$ cat src/rtl/dsi_cmd_issuer.sv
module dsi_cmd_issuer #(
  parameter int LEN_W = 16,
  parameter int VC_W  = 2,
  parameter int DT_W  = 6
) (
  input  logic                clk,
  input  logic                rst_n,
  input  logic                cmd_valid,
  output logic                cmd_ready,
  input  logic [DT_W-1:0]     cmd_dt,
  input  logic [VC_W-1:0]     cmd_vc,
  input  logic                cmd_lp,
  input  logic                cmd_ack,
  input  logic                cmd_long,
  input  logic [LEN_W-1:0]    cmd_len,
  input  logic [LEN_W-1:0]    cmd_rx_len,
  input  logic                in_valid,
  output logic                in_ready,
  input  logic [7:0]          in_data,
  output logic                fifo_wr,
  output logic [31:0]         fifo_wdata,
  input  logic                fifo_full,
  output logic                ctrl_wr,
  output logic [LEN_W+VC_W+DT_W+1:0] ctrl_word,
  output logic                send_strobe,
  input  logic                pkt_done,
  input  logic                tx_ovf,
  input  logic                hs_timeout,
  output logic                done,
  output logic                err,
  output logic [LEN_W-1:0]    result,
  output logic                rd_go
);

  typedef enum logic [2:0] {S_IDLE, S_LOAD, S_CTRL, S_SEND, S_WAIT} state_t;

  state_t            st;
  logic [DT_W-1:0]   dt_q;
  logic [VC_W-1:0]   vc_q;
  logic              lp_q, bta_q, rd_q, long_q;
  logic [LEN_W-1:0]  len_q, cnt_q, wc_q;
  logic [1:0]        lane_q;
  logic [31:0]       acc_q;
  logic              done_q, err_q, rdgo_q;
  logic [LEN_W-1:0]  res_q;

  logic        take, last, is_read;
  logic [31:0] word_nx;

  assign is_read = (cmd_dt == DT_W'(6'h04)) || (cmd_dt == DT_W'(6'h14)) ||
                   (cmd_dt == DT_W'(6'h24)) || (cmd_dt == DT_W'(6'h06));

  assign cmd_ready   = (st == S_IDLE);
  assign in_ready    = (st == S_LOAD) && !(long_q && fifo_full);
  assign take        = in_valid && in_ready;
  assign last        = (cnt_q == LEN_W'(1));
  assign word_nx     = acc_q | ({24'd0, in_data} << {lane_q, 3'b000});
  assign fifo_wr     = take && long_q && ((lane_q == 2'd3) || last);
  assign fifo_wdata  = word_nx;
  assign ctrl_wr     = (st == S_CTRL);
  assign ctrl_word   = {bta_q, ~lp_q, dt_q, vc_q, wc_q};
  assign send_strobe = (st == S_SEND);
  assign done        = done_q;
  assign err         = err_q;
  assign result      = res_q;
  assign rd_go       = rdgo_q;

  always_ff @(posedge clk) begin
    if (!rst_n) begin
      st     <= S_IDLE;
      dt_q   <= '0;
      vc_q   <= '0;
      lp_q   <= 1'b0;
      bta_q  <= 1'b0;
      rd_q   <= 1'b0;
      long_q <= 1'b0;
      len_q  <= '0;
      cnt_q  <= '0;
      wc_q   <= '0;
      lane_q <= '0;
      acc_q  <= '0;
      done_q <= 1'b0;
      err_q  <= 1'b0;
      rdgo_q <= 1'b0;
      res_q  <= '0;
    end else begin
      done_q <= 1'b0;
      rdgo_q <= 1'b0;
      case (st)
        S_IDLE: if (cmd_valid) begin
          dt_q   <= cmd_dt;
          vc_q   <= cmd_vc;
          lp_q   <= cmd_lp;
          long_q <= cmd_long;
          rd_q   <= is_read && (cmd_rx_len != '0);
          bta_q  <= cmd_ack || (is_read && (cmd_rx_len != '0));
          len_q  <= cmd_len;
          cnt_q  <= cmd_len;
          wc_q   <= cmd_long ? cmd_len : '0;
          lane_q <= '0;
          acc_q  <= '0;
          st     <= (cmd_len == '0) ? S_CTRL : S_LOAD;
        end
        S_LOAD: if (take) begin
          cnt_q  <= cnt_q - LEN_W'(1);
          lane_q <= lane_q + 2'd1;
          acc_q  <= ((lane_q == 2'd3) || last) ? 32'd0 : word_nx;
          if (!long_q && lane_q == 2'd0 && cnt_q == len_q) wc_q[7:0] <= in_data;
          if (!long_q && lane_q == 2'd1 && cnt_q == len_q - LEN_W'(1)) wc_q[15:8] <= in_data;
          if (last) st <= S_CTRL;
        end
        S_CTRL: st <= S_SEND;
        S_SEND: st <= S_WAIT;
        S_WAIT: begin
          if (tx_ovf || hs_timeout) begin
            done_q <= 1'b1;
            err_q  <= 1'b1;
            res_q  <= '0;
            st     <= S_IDLE;
          end else if (pkt_done) begin
            if (rd_q) rdgo_q <= 1'b1;
            else begin
              done_q <= 1'b1;
              err_q  <= 1'b0;
              res_q  <= len_q;
            end
            st <= S_IDLE;
          end
        end
        default: st <= S_IDLE;
      endcase
    end
  end

  p_strobe_after_ctrl_r6: assert property (@(posedge clk) disable iff (!rst_n)
    send_strobe |-> $past(ctrl_wr));
  p_ctrl_once_r3: assert property (@(posedge clk) disable iff (!rst_n)
    ctrl_wr |=> !ctrl_wr);
  p_no_write_full_r9: assert property (@(posedge clk) disable iff (!rst_n)
    fifo_wr |-> !fifo_full);
  p_done_xor_read_r8: assert property (@(posedge clk) disable iff (!rst_n)
    !(done && rd_go));
  p_idle_quiet_r11: assert property (@(posedge clk) disable iff (!rst_n)
    cmd_ready |-> !in_ready && !fifo_wr && !send_strobe && !ctrl_wr);
  p_err_zero_r10: assert property (@(posedge clk) disable iff (!rst_n)
    (done && err) |-> (result == '0));
  p_no_write_short_r2: assert property (@(posedge clk) disable iff (!rst_n)
    fifo_wr |-> $past(1'b1) && long_q);

endmodule

$ cat config.mk
export PLATFORM = sky130hd
export DESIGN_NAME = dsi_cmd_issuer
export DESIGN_NICKNAME = d
export VERILOG_FILES = /design/src/rtl/dsi_cmd_issuer.sv
export SDC_FILE = /design/constraint.sdc
export NUM_CORES = 1
export LEC_CHECK = 0
export BUFFER_PORTS_ARGS = -buffer_cell sky130_fd_sc_hd__buf_4
export CORE_MARGIN = 4
export CORE_UTILIZATION = 46
export CTS_CLUSTER_SIZE = 28
export DETAILED_ROUTE_END_ITERATION = 6
export PLACE_DENSITY = 0.7
export SLEW_MARGIN = 10
export SYNTH_ARGS = -nofsm -noshare
export SYNTH_HDL_FRONTEND = slang
export SYNTH_SLANG_ARGS = --single-unit
$ cat constraint.sdc
create_clock -name clk -period 3.7 [get_ports clk]
set_input_delay 0.74 -clock clk [delete_from_list [all_inputs] [get_ports clk]]
set_output_delay 0.74 -clock clk [all_outputs]
set_load 0.05 [all_outputs]
==> summary by stage <==
Hold path
The type of the tightest min-delay check is reg -> reg.

Worst setup path
The slack of the worst reg-to-reg path is 0.66 ns. The category of the worst setup path capture point is a primary output. Counting both buffers and inverters, the worst setup path holds a total of 1. For the worst setup path, the data required time is 2.96 ns.

The largest individual stage delay along the critical path comes from the cell sky130_fd_sc_hd__or4_1. Data on the critical path arrives at its endpoint at 2.45 ns. The worst setup path is launched from a flop. The largest fanout on the critical path is 9. Traced cell by cell, the critical path runs through or4_1 > nor3_1 > nand2_1 > nor2_1 > o2111a_1 > buf_4. On the critical path the largest part of the delay comes from simple AND/OR/NAND/NOR gates. The critical setup path kind is reg -> out. The largest stage delay on the critical path is 0.59 ns.

Synth
The warning count from the yosys run is 0. The number of flops mapped to enable cells by yosys is 0. The number of register bits inferred by synthesis is 116. The number of unique standard cell types used by synthesis is 63. The summed instance area of the synthesized netlist is 0.00581 mm2. After synthesis, the mean cell area works out to 7.84 um2. Counting flops with an async set or reset pin after synthesis yields a share of 0%.

The cell count after synthesis came out at 741. After synthesis, the cell types taking the most area are sky130_fd_sc_hd__dfxtp_1, sky130_fd_sc_hd__nand2_1, sky130_fd_sc_hd__a21oi_1. The cell type contributing the most total cell area after synthesis is sky130_fd_sc_hd__dfxtp_1. For this run, the register share of the synthesized area comes to 40.0%. The synthesized design devotes to its leading area cell type 40.0% of total area.

The most instantiated flip-flop cell in the synthesis netlist is sky130_fd_sc_hd__dfxtp_1. Counting every net in the synthesized netlist gives 806.

Timing
The total of endpoints with negative setup slack in the final report is 0. The period utilization is 86.3%. The relative slew slack is 34.8%. The maximum clock frequency is 313 MHz. The number of slew-limit violations in the final report was 0.

The number of endpoints with negative hold slack in the final report is 0. Setup repair after global routing left no endpoint under its margin. Clock skew on the completed layout was measured at 0.00923 ns. The setup TNS after final layout is 0 ns. The transition time at the pin with the least slew margin is 0.978 ns. The clock period minus final worst setup slack is 3.19 ns.

Floorplan
The floorplan core area is 0.0122 mm2. The floorplan has 40 rows. The initial utilization of the core area, before any placement, comes to 47.6%. The die covers 0.0145 mm2. The I/O pin count is 141. The height of the chip is 120 um. The horizontal extent of the die is 120 um.

Run status
The run finished with clean final reports.

Job
Across the run, the number of max-cap violations was 0.

Placed design
The routability congestion estimate is 0.885. The count of buffers added on input and output ports is 140. The post-detailed-placement half-perimeter wirelength is 12.9 mm.

Pwr
In this run the static leakage power is 3.33 nW. Across the VDD grid, the largest voltage drop is 382 uV. In this run the power density over the cells is 602 mW/mm2.

Global routing
Entering global routing, the biggest net connects 60 pins. The initial antenna violation count was 0. The all-layer global routing usage is 25.4%. The via count of the first global-routing pass is 5842. Summed over all layers, the global routing overflow is 0. The first-pass GRT wire length is 29.3 mm.

Drt
The violation count after the first detailed-routing iteration is 524. The remaining routing DRC violations is 0. The total wire length is 18.3 mm. The vias per cell is 5.76. The total number of vias is 5940. The routed length per instance is 17.8 um. The count of nets left with antenna violations once routing finished came out at 0. For this run, the detailed router's first-pass iteration total came to 7.

Clocking
The H-tree was split into 4 levels. The later pin in the worst-skew pair is clocked with a latency of 0.43 ns. The number of clock buffers inserted by TritonCTS is 17. Once the clock tree was built, the setup fixing pass inserted 0 buffers. TritonCTS built the clock tree.

The root buffer cell chosen for the clock tree is sky130_fd_sc_hd__clkbuf_16. The post-cts hold buffer count is 0. After clock tree synthesis, the clock-pin slew on the worst setup and hold paths is 0.05 ns. The clock sink count is 116.

The maximum clock insertion buffer count is 2. Once the clock tree was built, the resizer swapped 0 gates to a different size.

Finish
The fraction of the core area covered by cells at the end of the flow is 62.2%. The final net count is 915. The fraction of layout cells with a size suffix above 1 is 22.0%. The antenna diode count is 0.

The signed area change from the synthesized netlist to the final layout is 30.8%.
==> metrics by stage <==
step	cells	worst slack, ns	total power [W]	instance area (um2)	hold slack (ns)
4_1_cts	1031	0.524	0.00457	7600	0.454
6_report	1031	0.506	0.00457	7600	0.453
2_1_floorplan	741	0.388	0.00233	5810	0.436
3_3_place_gp	999	0.938	0.00266	6920	0.443
5_1_grt	1031	0.351	0.00476	7600	0.480
3_5_place_dp	999	0.707	0.00269	6920	0.447
==> logic make-up (layout without fill, tap and decap cells) <==
family | after synthesis | after routing | share of synthesized area (%)
adder cells (fa/ha/maj) | 6 | 6 | 1.29
AO/OA/AOI/OAI | 213 | 213 | 24.6
buffers and inverters | 76 | 198 | 5.15
flip-flops | 116 | 116 | 40.0
multiplexers | 9 | 9 | 1.55
AND/OR/NAND/NOR | 299 | 299 | 23.8
XOR/XNOR | 22 | 22 | 3.55
==> placed cells by master (no fill, tap or decap), types with 3 or more instances in the layout <==
cell / instances
sky130_fd_sc_hd__a211oi_1: 5
sky130_fd_sc_hd__o211ai_1: 3
sky130_fd_sc_hd__nor2_1: 69
sky130_fd_sc_hd__xnor2_1: 15
sky130_fd_sc_hd__nand3_1: 18
sky130_fd_sc_hd__buf_4: 151
sky130_fd_sc_hd__a21oi_1: 71
sky130_fd_sc_hd__a21o_1: 34
sky130_fd_sc_hd__nand2b_1: 6
sky130_fd_sc_hd__inv_1: 14
sky130_fd_sc_hd__a221oi_1: 7
sky130_fd_sc_hd__a21boi_0: 31
sky130_fd_sc_hd__mux2i_1: 9
sky130_fd_sc_hd__nand2_1: 119
sky130_fd_sc_hd__and3_1: 3
sky130_fd_sc_hd__dfxtp_1: 116
sky130_fd_sc_hd__ha_1: 6
sky130_fd_sc_hd__o21ai_0: 16
sky130_fd_sc_hd__and2_1: 3
sky130_fd_sc_hd__a22oi_1: 3
sky130_fd_sc_hd__xor2_1: 6
sky130_fd_sc_hd__nor4_1: 14
sky130_fd_sc_hd__bufinv_16: 6
sky130_fd_sc_hd__a22o_1: 8
sky130_fd_sc_hd__clkbuf_16: 17
sky130_fd_sc_hd__a31oi_1: 7
sky130_fd_sc_hd__nor2b_1: 11
sky130_fd_sc_hd__nor3_1: 25
sky130_fd_sc_hd__o22ai_1: 6
sky130_fd_sc_hd__nor3b_1: 4
sky130_fd_sc_hd__nand4_1: 10
==> routing by layer <==
metal	vias to the layer above	wire length (um)	GRT usage (%)	share of wire [%]
met2	247	8840	42.0	48
li1	2820	-	-	-
met1	2829	7630	31.0	42
met4	0	473	10.9	2.6
met3	44	1370	7.06	7.5
met5	-	0	0	0
==> state kept, by name (all words and copies together), names as in the netlist, 2 cells and up <==
signal / cells
wc_q: 16
st: 3
acc_q: 32
result: 16
lane_q: 2
len_q: 16
dt_q: 6
vc_q: 2
cnt_q: 16
==> worst register-to-register path, delay by kind of cell, from the launching register on <==
| kind | cells | cell delay (ns) |
|---|---|---|
| simple gates | 3 | 1.07 |
| compound gates | 3 | 0.97 |
| buf+inv | 1 | 0.23 |
| flops | 1 | 0.43 |
| mux | 1 | 0.26 |
==> cell type report <==
cell class / count / area [um2]
clock buffer: 20 / 447
clock inverter: 12 / 226
fill: 1105 / 4620
inverter: 15 / 56.3
multi-input combinational: 549 / 3200
sequential: 116 / 2320
tap: 168 / 210
timing repair buffer: 151 / 1130
==> path summary, 6_finish.rpt <==
kind,startpoint,endpoint,cells past startpoint
worst max-delay path,cnt_q[7]$_SDFFE_PN0P_,fifo_wr,6
worst max register to register,st[2]$_SDFFE_PN0P_,wc_q[14]$_SDFFE_PN0P_,8
worst min-delay path,dt_q[2]$_SDFFE_PN0P_,dt_q[2]$_SDFFE_PN0P_,2
worst min register to register,dt_q[2]$_SDFFE_PN0P_,dt_q[2]$_SDFFE_PN0P_,2
==> report_power, final <==
group          switching, W  total, W  internal (W)
Clock              0.000606   0.00189       0.00128
Sequential         0.000124   0.00147       0.00135
Combinational      0.000779   0.00121      0.000432
==> synthesized netlist by cell type, drive strengths merged (3+ instances only) <==
master,count
a221oi,8
xor2,6
nor3,25
inv,14
nand2b,6
a22o,8
o22ai,6
a22oi,3
and3,3
o21ai,18
dfxtp,116
a31oi,7
nand2,119
nor2b,11
ha,6
a211oi,5
clkbuf,53
nor3b,5
buf,8
o211ai,3
mux2i,9
a21boi,31
and2,4
a21oi,72
xnor2,15
a21o,34
nand3,18
nor4,15
nand4,10
nor2,69
(Power assumes the default switching activity.)
